==> src/rtl/iec_tx_pkg.sv <==
// Shared constants and types for the IEC 958 burst transmitter.
// Assumes 32 time slots per subframe and two half-cells per slot.
package iec_tx_pkg;
    localparam int HALF_CELLS = 64;
    localparam int PRE_HC     = 8;

    localparam logic [15:0] SYNC_A = 16'hF872;
    localparam logic [15:0] SYNC_B = 16'h4E1F;

    // Preamble half-cell patterns for a preceding low level, first half-cell in bit 7
    localparam logic [7:0] PAT_B = 8'b11101000;
    localparam logic [7:0] PAT_M = 8'b11100010;
    localparam logic [7:0] PAT_W = 8'b11100100;

    // Word offered to the line coder for the subframe being loaded
    typedef struct packed {
        logic [15:0] word;
        logic        vbit;
        logic        data;
    } slot_word_t;
endpackage

==> src/rtl/iec_tick_gen.sv <==
// Half-cell tick generator: divides the audio clock enable by 2, 3 or 4.
// Assumes clk_en pulses at 256, 384 or 512 times the sample rate.
module iec_tick_gen (
    input  logic       clk,
    input  logic       rst_n,
    input  logic       clk_en,
    input  logic [1:0] ratio_sel,
    output logic       hc_tick
);
    localparam int CW = 2;

    logic [CW-1:0] cnt_q;
    logic [CW-1:0] lim;

    // Pick the terminal count from the ratio setting
    always_comb begin
        case (ratio_sel)
            2'd0:    lim = CW'(1);
            2'd1:    lim = CW'(2);
            default: lim = CW'(3);
        endcase
        hc_tick = clk_en && (cnt_q >= lim);
    end

    // Count enable pulses, wrap at the terminal count
    always_ff @(posedge clk) begin
        if (!rst_n)
            cnt_q <= '0;
        else if (clk_en)
            cnt_q <= (cnt_q >= lim) ? '0 : cnt_q + 1'b1;
    end


    tick_gap_chk: assert property (@(posedge clk) disable iff (!rst_n)
        hc_tick |=> !hc_tick);
endmodule

==> src/rtl/iec_burst_seq.sv <==
// Burst sequencer: picks the 16-bit word for each subframe load.
// In data mode it walks header, payload and stuffing words. In PCM mode it
// captures the sample pair. Assumes load pulses once per subframe with
// ch2_next naming the subframe being loaded.
module iec_burst_seq
    import iec_tx_pkg::*;
#(
    parameter int REP_W = 12
) (
    input  logic             clk,
    input  logic             rst_n,
    input  logic             load,
    input  logic             ch2_next,
    input  logic             data_mode,
    input  logic [4:0]       burst_type,
    input  logic [2:0]       burst_stream,
    input  logic [15:0]      burst_len,
    input  logic [REP_W-1:0] rep_frames,
    input  logic [15:0]      word_data,
    input  logic             word_valid,
    output logic             word_ready,
    input  logic [15:0]      pcm_left,
    input  logic [15:0]      pcm_right,
    output logic             pcm_take,
    output slot_word_t       slot
);
    localparam int CW   = REP_W + 1;
    localparam int PW_W = 13;
    localparam int XW   = ((CW > PW_W) ? CW : PW_W) + 1;

    logic             mode_q;
    logic [CW-1:0]    wc_q, nw_q, eff, nw_cur, nw_in;
    logic [PW_W-1:0]  pw_q, pw_in, pw_cur;
    logic [15:0]      pc_q, pd_q, pc_in, pc_cur, pd_cur;
    logic [15:0]      pcm_r_q, dword;
    logic [REP_W-1:0] rep_eff;
    logic [16:0]      len_round;
    logic             cur_data, restart, at_head, in_pay;

    // Resolve mode, burst position and header fields for this load
    always_comb begin
        cur_data  = ch2_next ? mode_q : data_mode;
        restart   = !ch2_next && data_mode && !mode_q;
        eff       = restart ? '0 : wc_q;
        at_head   = (eff == '0);
        rep_eff   = (rep_frames < REP_W'(2)) ? REP_W'(2) : rep_frames;
        nw_in     = {rep_eff, 1'b0};
        len_round = {1'b0, burst_len} + 17'd15;
        pw_in     = len_round[16:4];
        pc_in     = {burst_stream, 8'h00, burst_type};
        nw_cur    = at_head ? nw_in : nw_q;
        pw_cur    = at_head ? pw_in : pw_q;
        pc_cur    = at_head ? pc_in : pc_q;
        pd_cur    = at_head ? burst_len : pd_q;
        in_pay    = (XW'(eff) >= XW'(4)) && (XW'(eff) < XW'(pw_cur) + XW'(4));
    end

    // Choose the burst word for the current position
    always_comb begin
        if (eff == CW'(0))      dword = SYNC_A;
        else if (eff == CW'(1)) dword = SYNC_B;
        else if (eff == CW'(2)) dword = pc_cur;
        else if (eff == CW'(3)) dword = pd_cur;
        else if (in_pay)        dword = word_valid ? word_data : 16'h0000;
        else                    dword = 16'h0000;
    end

    // Handshakes and the word handed to the line coder
    always_comb begin
        word_ready = load && cur_data && in_pay;
        pcm_take   = load && !cur_data && !ch2_next;
        slot.word  = cur_data ? dword : (ch2_next ? pcm_r_q : pcm_left);
        slot.vbit  = cur_data;
        slot.data  = cur_data;
    end

    // Advance the burst counter and latch header fields at burst start
    always_ff @(posedge clk) begin
        if (!rst_n) begin
            mode_q  <= 1'b0;
            wc_q    <= '0;
            nw_q    <= '0;
            pw_q    <= '0;
            pc_q    <= '0;
            pd_q    <= '0;
            pcm_r_q <= '0;
        end else if (load) begin
            if (!ch2_next)
                mode_q <= data_mode;
            if (cur_data) begin
                wc_q <= (eff == nw_cur - CW'(1)) ? '0 : eff + CW'(1);
                if (at_head) begin
                    nw_q <= nw_in;
                    pw_q <= pw_in;
                    pc_q <= pc_in;
                    pd_q <= burst_len;
                end
            end else begin
                wc_q <= '0;
            end
            if (pcm_take)
                pcm_r_q <= pcm_right;
        end
    end


    head_on_ch1_chk: assert property (@(posedge clk) disable iff (!rst_n)
        (load && cur_data && at_head) |-> !ch2_next);


    ready_single_chk: assert property (@(posedge clk) disable iff (!rst_n)
        word_ready |=> !word_ready);


    burst_bound_chk: assert property (@(posedge clk) disable iff (!rst_n)
        (load && cur_data) |-> (eff < nw_cur));
endmodule

==> src/rtl/iec_bmc_line.sv <==
// Line coder: tracks half-cell, subframe and frame position. It builds each
// subframe (preamble, aux, word, V, U, C, parity) and drives the biphase-mark line.
// Assumes hc_tick marks half-cell boundaries and the line starts low.
module iec_bmc_line
    import iec_tx_pkg::*;
#(
    parameter int FRAMES = 192
) (
    input  logic              clk,
    input  logic              rst_n,
    input  logic              hc_tick,
    input  slot_word_t        slot,
    input  logic [FRAMES-1:0] cs_bits,
    output logic              load,
    output logic              ch2_next,
    output logic              line
);
    localparam int FW  = $clog2(FRAMES);
    localparam int HCW = $clog2(HALF_CELLS);

    logic [HCW-1:0] hc_q, pos;
    logic           sub_q, inv_q, line_q, cbit;
    logic [FW-1:0]  frame_q, frame_next;
    logic [31:0]    body, sf_q;
    logic [7:0]     pat_n, pat_q;

    // Position bookkeeping and next-subframe assembly
    always_comb begin
        load       = hc_tick && (hc_q == HCW'(HALF_CELLS - 1));
        ch2_next   = !sub_q;
        frame_next = frame_q;
        if (sub_q)
            frame_next = (frame_q == FW'(FRAMES - 1)) ? '0 : frame_q + 1'b1;
        cbit       = cs_bits[frame_next] | (slot.data && (frame_next == FW'(1)));
        body       = '0;
        body[27:12] = slot.word;
        body[28]   = slot.vbit;
        body[30]   = cbit;
        body[31]   = ^body[30:4];
        pat_n      = ch2_next ? PAT_W : ((frame_next == '0) ? PAT_B : PAT_M);
        pos        = load ? '0 : hc_q + 1'b1;
    end

    // Step position, load subframes and encode one half-cell per tick
    always_ff @(posedge clk) begin
        if (!rst_n) begin
            hc_q    <= '1;
            sub_q   <= 1'b1;
            frame_q <= FW'(FRAMES - 1);
            sf_q    <= '0;
            pat_q   <= '0;
            inv_q   <= 1'b0;
            line_q  <= 1'b0;
        end else if (hc_tick) begin
            hc_q <= pos;
            if (load) begin
                sub_q   <= ~sub_q;
                frame_q <= frame_next;
                sf_q    <= body;
                pat_q   <= pat_n;
                inv_q   <= line_q;
            end
            if (pos < HCW'(PRE_HC))
                line_q <= load ? (pat_n[7] ^ line_q) : (pat_q[~pos[2:0]] ^ inv_q);
            else if (!pos[0])
                line_q <= ~line_q;
            else if (sf_q[pos[HCW-1:1]])
                line_q <= ~line_q;
        end
    end

    assign line = line_q;


    line_hold_chk: assert property (@(posedge clk) disable iff (!rst_n)
        !hc_tick |=> $stable(line));


    boundary_low_chk: assert property (@(posedge clk) disable iff (!rst_n)
        load |-> !line);
endmodule

==> src/rtl/spdif_burst_tx.sv <==
// Top: IEC 958 transmitter for two-channel PCM or non-PCM data bursts.
// Ties together the half-cell divider, the burst sequencer and the line coder.
module spdif_burst_tx
    import iec_tx_pkg::*;
#(
    parameter int REP_W  = 12,
    parameter int FRAMES = 192
) (
    input  logic              clk,
    input  logic              rst_n,
    input  logic              clk_en,
    input  logic [1:0]        ratio_sel,
    input  logic              data_mode,
    input  logic [4:0]        burst_type,
    input  logic [2:0]        burst_stream,
    input  logic [15:0]       burst_len,
    input  logic [REP_W-1:0]  rep_frames,
    input  logic [15:0]       word_data,
    input  logic              word_valid,
    output logic              word_ready,
    input  logic [15:0]       pcm_left,
    input  logic [15:0]       pcm_right,
    output logic              pcm_take,
    input  logic [FRAMES-1:0] cs_bits,
    output logic              spdif_out
);
    logic       hc_tick, load, ch2_next;
    slot_word_t slot;

    iec_tick_gen u_tick (
        .clk       (clk),
        .rst_n     (rst_n),
        .clk_en    (clk_en),
        .ratio_sel (ratio_sel),
        .hc_tick   (hc_tick)
    );

    iec_burst_seq #(.REP_W(REP_W)) u_seq (
        .clk          (clk),
        .rst_n        (rst_n),
        .load         (load),
        .ch2_next     (ch2_next),
        .data_mode    (data_mode),
        .burst_type   (burst_type),
        .burst_stream (burst_stream),
        .burst_len    (burst_len),
        .rep_frames   (rep_frames),
        .word_data    (word_data),
        .word_valid   (word_valid),
        .word_ready   (word_ready),
        .pcm_left     (pcm_left),
        .pcm_right    (pcm_right),
        .pcm_take     (pcm_take),
        .slot         (slot)
    );

    iec_bmc_line #(.FRAMES(FRAMES)) u_line (
        .clk      (clk),
        .rst_n    (rst_n),
        .hc_tick  (hc_tick),
        .slot     (slot),
        .cs_bits  (cs_bits),
        .load     (load),
        .ch2_next (ch2_next),
        .line     (spdif_out)
    );
endmodule

==> config.mk <==
export PLATFORM = sky130hd
export DESIGN_NAME = spdif_burst_tx
export DESIGN_NICKNAME = d
export VERILOG_FILES = /design/src/rtl/iec_tx_pkg.sv /design/src/rtl/iec_tick_gen.sv /design/src/rtl/iec_burst_seq.sv /design/src/rtl/iec_bmc_line.sv /design/src/rtl/spdif_burst_tx.sv
export SDC_FILE = /design/constraint.sdc
export NUM_CORES = 1
export LEC_CHECK = 0
export ABC_AREA = 0
export BUFFER_PORTS_ARGS = -buffer_cell sky130_fd_sc_hd__clkbuf_2
export CAP_MARGIN = 20
export CORE_MARGIN = 4
export CORE_UTILIZATION = 48
export DETAILED_ROUTE_END_ITERATION = 16
export PLACE_DENSITY = 0.78
export SLEW_MARGIN = 20
export SYNTH_ARGS = -nofsm -noshare
export SYNTH_HDL_FRONTEND = slang
export SYNTH_SLANG_ARGS = --single-unit
==> constraint.sdc <==
create_clock -name clk -period 8.45 [get_ports clk]
set_input_delay 1.69 -clock clk [delete_from_list [all_inputs] [get_ports clk]]
set_output_delay 1.69 -clock clk [all_outputs]
set_load 0.05 [all_outputs]
== Yosys cells after proc, flatten, opt, wreduce, memory -nomap -nowiden ==
Index checks and enable logic that the tools add are counted.

* $add $sub $neg: 7
* Magnitude comparators: 8
* Eq/ne operators: 9
* Mux-type cells: 32
* Bitwise gates (word level): 6
* Reductions and logical operators: 21

{| class="wikitable"
|+ Operators by type and width
! operator !! count
|-
| $mux W16 || 8
|-
| $mux W13 || 5
|-
| $reduce_xor A27 Y1 || 1
|-
| $eq A13 B2 Y1 const B || 2
|-
| $mux W8 || 3
|-
| $add A16 B4 Y17 const B || 1
|-
| $add A13 B3 Y14 const B || 1
|-
| $lt A13 B14 Y1 || 1
|-
| $add A13 B1 Y13 const B || 1
|-
| $eq A13 B1 Y1 const B || 1
|-
| $eq A13 B13 Y1 || 1
|-
| $ge A13 B3 Y1 const B || 1
|-
| $logic_not A13 Y1 || 1
|-
| $sub A13 B1 Y13 const B || 1
|-
| $lt A12 B2 Y1 const B || 1
|-
| $mux W12 || 1
|-
| $logic_and A1 B1 Y1 || 10
|-
| $lt A8 B9 Y1 const B || 1
|-
| $add A8 B1 Y8 const B || 1
|-
| $bmux W1 S8 || 1
|-
| $eq A8 B1 Y1 const B || 1
|-
| $eq A8 B8 Y1 const B || 1
|-
| $logic_not A8 Y1 || 1
|-
| $mux W1 || 8
|-
| other kinds (23) || 29
|}

* Register bits after elaboration: 126
* Input bits: 283
* Logic and storage cells: 98

== Depth between registers and ports, before layout ==
* Depth after elaboration: 15
* Depth in mapped cells: 32

== Cells and area by module ==
A second synthesis with hierarchy kept.

* Cell total of the unflattened synthesis: 1,291
* Area, all modules: 10,208.5 um2

{| class="wikitable"
|+ Modules (own cells, without submodules)
! module !! instances !! cells each !! area an instance (um2) !! seq. area each (um2)
|-
| iec_burst_seq || 1 || 768 || 5,826.8 || 1,601.5
|-
| iec_bmc_line || 1 || 503 || 4,204.0 || 800.8
|-
| iec_tick_gen || 1 || 20 || 177.7 || 40.0
|}

== Least setup slack after synthesis ==
OpenSTA, ideal clock, no wires.

* Kind: input -> output
* Start: input data_mode
* End: output word_ready
* Arrival time: 7.557 ns
* Required time: 6.760 ns
* Setup slack: -0.797 ns
* Cell stages on the path: 24
* Buffers on the path: 6
* Path through: nand3b_1 clkbuf_1 clkbuf_1 nand2_1 ha_1 or4b_1 o31a_1 clkbuf_1 clkbuf_1 clkbuf_1 clkbuf_1 nand2_1 o21ai_0 ha_1 o21ai_0 a2111oi_0 nor2b_1 nand2_1 xnor2_1 ha_1 a2111oi_0 o211ai_1 o221ai_2 and3_1

* Word-level cells in the longest chain between the ends: 9
* Elaborated cells between the ends (all ways): 12
* Those cells by class: add/sub (1); order compare (2); mux (3); reduce/logical (6)

{| class="wikitable"
|+ RTL lines
! what !! line !! text
|-
| start: declaration || spdif_burst_tx.sv:13 || <nowiki>input logic data_mode,</nowiki>
|-
| $logic_and A1 B1 Y1 (2 in series) || iec_burst_seq.sv:43 || <nowiki>restart = !ch2_next && data_mode && !mode_q;</nowiki>
|-
| $mux W13 || iec_burst_seq.sv:44 || <nowiki>eff = restart ? '0 : wc_q;</nowiki>
|-
| $logic_not A13 Y1 || iec_burst_seq.sv:45 || <nowiki>at_head = (eff == '0);</nowiki>
|-
| $mux W13 || iec_burst_seq.sv:52 || <nowiki>pw_cur = at_head ? pw_in : pw_q;</nowiki>
|-
| named net u_seq.pw_cur[2] || iec_burst_seq.sv:33 || <nowiki>logic [PW_W-1:0] pw_q, pw_in, pw_cur;</nowiki>
|-
| $add A13 B3 Y14 || iec_burst_seq.sv:55 || <nowiki>in_pay = (XW'(eff) >= XW'(4)) && (XW'(eff) < XW'(pw_cur) + XW'(4));</nowiki>
|-
| $lt A13 B14 Y1 || iec_burst_seq.sv:55 ||
|-
| $logic_and A1 B1 Y1 || iec_burst_seq.sv:55 ||
|-
| $logic_and A1 B1 Y1 || iec_burst_seq.sv:70 || <nowiki>word_ready = load && cur_data && in_pay;</nowiki>
|-
| end: declaration || spdif_burst_tx.sv:20 || <nowiki>output logic word_ready,</nowiki>
|}

The timed path passes the listed nets, and every way through them passes these cells.

== Worst setup path in the final report ==
* Start: input data_mode
* End: output word_ready

* Word-level cells in the longest chain between the ends: 9
* Elaborated cells between the ends (all ways): 12
* Those cells by class: add/sub (1); order compare (2); mux (3); reduce/logical (6)

{| class="wikitable"
|+ RTL lines
! what !! line
|-
| $logic_and A1 B1 Y1 (2 in series) || iec_burst_seq.sv:43
|-
| $mux W13 || iec_burst_seq.sv:44
|-
| $logic_not A13 Y1 || iec_burst_seq.sv:45
|-
| $mux W13 || iec_burst_seq.sv:52
|-
| $add A13 B3 Y14 || iec_burst_seq.sv:55
|-
| $lt A13 B14 Y1 || iec_burst_seq.sv:55
|-
| $logic_and A1 B1 Y1 || iec_burst_seq.sv:55
|-
| $logic_and A1 B1 Y1 * || iec_burst_seq.sv:70
|}

Mark *: on every way between the ends. The rest lies on a longest branch, timed or not.

==> results.md <==
* Status: finished, final reports clean
* # port buffers at approximately 290
* # Max-Cap Violations at 0
* Clock slew at reported path FFs at ~0.050 ns
* Clock Sinks at 121
* Number of synthesized flops with an enable pin at 0
* Final setup viols at 0
* Synth-to-layout area growth at 22.6%
* Filler Cells Inserted at roughly 1800
* Async SR Flop Fraction at 0%
* Final Max Tran Viols at 0
* CTS Buffer Depth at 2
* Horiz. Die Dim at ~150 um
* Min Hold Slack at around 0.46 ns
* Post-synth top flop: dfxtp_1
* CTS tree: done
* Critical path endpoint category: primary output
* Clk_skew at roughly 0.0063 ns
* Htree depth at 4
* Int Pwr at between 1000 and 1500 uW
* DP Worst Slack at about 0.15 ns
* Distinct cells, synth at 80
* Psw at around 720 uW
* Period utilization at a little over nine tenths
* Design Area, Final at around 12000 um2
* Syn Area/Cell at ~8 um2
* DRC at 0
* Vias in the first global route at about 10000
* Placed inst area at 11400 um2
* Power per cell area at approximately 180 nW/um2
* Register area at between 2000 and 2500 um2
* Slew @ Worst Pin at roughly 1.1 ns
* N_diodes at 0
* Synth top area share at between 20 and 25%
* Antenna Violating Nets Remaining at 0
* Drt first-iter violations at about 900
* Largest net degree at the start of global routing at 121
* GRT overflow at 0
* Crit path max fanout at 38
* Die ar. at ~23000 um2
* RePlAce Congestion at between 0.9 and 1
* Latest clock arrival within the worst-skew pair at 0.42 ns
* Via count at ~10000
* Startpoint Class: input pin
* Minimum clock period at 8.11 ns
* Most instantiated cells after synthesis: nand2_1 (263), dfxtp_1 (121), mux2i_1 (105), nor2_1 (66), a21boi_0 (62)
* Chip height at roughly 150 um
* Global-route wire length before repair at approximately 50000 um
* Crit path DAT at between 6 and 7 ns
* WL/cell at 18.4 um
* P_leak at between 0.005 and 0.006 uW
* Clock root cell: clkbuf_16
* Cell Rows at 52
* YS warnings at 0
* Max_slew headroom at between 20% and 30%
* Final wirelength at 32800 um
* IO Pins at 286
* Via density at 5.87
* Final WS setup at around 0.34 ns
* Switch share at 32.9%
* Initial antenna violation count at 0
* Reg power frac at between 20% and 30%
* Synth area leaders: dfxtp_1 (25%), mux2i_1 (11%), nand2_1 (10%)
* Comb pwr share at 36.3%
* Syn Std Cell Area at approximately 9900 um2
* Critical Path RT at between 6 and 7 ns
* Final hold violation count at 0
* Syn_nets at around 1600
* Drt pass-1 iters at 5
* Initial core utilization at about half
* CTS buffer count at 17
* Setup CP Type: input pin to primary output
* Seq cells post-synth at between 100 and 150
* Peak VDD IR at about 0.16 mV
* Core area at 20200 um2
* Unrepaired setup endpoints after global routing: false
* Post-synthesis sequential area ratio at between 20% and 30%
* Layout cell share with drive strength beyond 1 at about 26%
* Mapped Cells at between 1000 and 1500
* Final Core Density at about three fifths
* Area of the multi-input gates at between 7000 and 8000 um2
* Fraction of power consumed by the clock network at 35.1%
* Most area-hungry cell type in the Yosys netlist: dfxtp_1
* HPWL Detailed at roughly 25000 um
* # nets final at 1806
* Most common cell in the netlist: nand2_1
* Setup total negative slack at 0 ns
* GRT Total Usage at 27.4%
* HP Class: register to register
* Fmax at roughly 0.12 GHz
repair_timing:
action	in CTS	in global routing
gates resized for setup	0	2
hold endpoints to repair	0	0
buffers inserted	0	1
hold buffers	0	0
endpoints found under the setup margin	0	1
registers in the layout, indices dropped and copies added, names as in the netlist, 8 cells and up:
signal          cells
u_line.frame_q      8
u_line.sf_q        19
u_seq.nw_q         13
u_seq.pc_q          8
u_seq.pcm_r_q      16
u_seq.pd_q         16
u_seq.pw_q         13
u_seq.wc_q         13
critical path, stage by stage:
cell and delay, ns:
clkbuf_2 0.15, nand3b_1 0.20, nand2_2 0.20, ha_2 0.25
or4b_4 0.51, o31a_1 0.37, buf_4 0.28, nor3_1 0.22
o21ai_1 0.14, a2111oi_2 0.42, nor2b_2 0.25, nand2_1 0.08
xnor2_1 0.13, ha_1 0.33, a2111oi_2 0.36, o211ai_1 0.21
o221ai_4 0.24, and3_4 0.24, buf_12 0.13
layout make-up:
| type | count | area share (%) |
|---|---|---|
| clock buffers | 22 | 4.01 |
| clock inverters | 8 | 1.18 |
| inverters | 30 | 0.932 |
| multi-input cells | 1030 | 58.1 |
| flip-flops and latches | 121 | 20.1 |
| well taps | 270 | 2.80 |
| repair buffers | 301 | 12.9 |
final timing paths:
| kind | startpoint | to | slack (ns) | cells past startpoint |
|---|---|---|---|---|
| worst min-delay path | u_seq.nw_q[12]$_SDFFE_PN0P_ | u_seq.nw_q[12]$_SDFFE_PN0P_ | 0.46 | 2 |
| worst max register to register | u_line.sf_q[28]$_SDFFE_PN0P_ | u_line.sf_q[31]$_SDFFE_PN0P_ | 1.72 | 25 |
| worst max-delay path | data_mode | word_ready | 0.34 | 19 |
| worst min register to register | u_seq.nw_q[12]$_SDFFE_PN0P_ | u_seq.nw_q[12]$_SDFFE_PN0P_ | 0.46 | 2 |
layout by cell type, fill, tap and decap left out, drive strengths merged, types with 6 or more instances in the layout:
| cell | n |
|---|---|
| and2 | 17 |
| o211a | 14 |
| o21a | 6 |
| nand2b | 7 |
| mux2i | 105 |
| o2111ai | 7 |
| xor2 | 27 |
| dfxtp | 121 |
| nor2b | 19 |
| a21boi | 63 |
| o21ai | 54 |
| ha | 22 |
| nor3 | 16 |
| and3 | 12 |
| o211ai | 20 |
| a211oi | 16 |
| or2 | 6 |
| a21oi | 41 |
| or3 | 9 |
| mux4 | 16 |
| xnor2 | 41 |
| nand3 | 47 |
| buf | 18 |
| nor4 | 11 |
| clkbuf | 305 |
| a31oi | 19 |
| inv | 29 |
| a22oi | 13 |
| nor2 | 66 |
| nand2 | 263 |
| nand4 | 11 |
cell families (layout without fill, tap and decap cells):
group | Yosys count | count (layout) | share of synthesized area (%)
AND/OR/NAND/NOR | 499 | 499 | 23.0
AO/OA/AOI/OAI | 310 | 310 | 22.6
buffers and inverters | 114 | 361 | 4.95
flip-flops | 121 | 121 | 24.6
adder cells (fa/ha/maj) | 22 | 22 | 2.79
multiplexers | 126 | 126 | 14.9
XOR/XNOR | 73 | 73 | 7.19
layer usage:
metal | share of wire, % | track usage, % | vias up
li1 | - | - | 5036
met1 | 41 | 35.8 | 4908
met2 | 48 | 45.1 | 443
met3 | 8.5 | 5.89 | 70
met4 | 2.5 | 8.48 | 0
met5 | 0 | 0 | -
through the flow:
step	instances	total power, uW
after floorplan	1265	1200
after global placement	1751	1410
after detailed placement	1751	1420
after CTS	1781	2190
after global routing	1782	2310
final	1782	2200
power groups by stage:
| stage | combinational, uW | clock [uW] | sequential (uW) |
|---|---|---|---|
| 3_3_place_gp | 770 | 0 | 636 |
| 3_5_place_dp | 781 | 0 | 637 |
| 6_report | 797 | 772 | 626 |
| 2_1_floorplan | 571 | 0 | 628 |
| 5_1_grt | 867 | 812 | 629 |
| 4_1_cts | 786 | 782 | 625 |
Note: power is estimated with default switching activity, not from simulation.
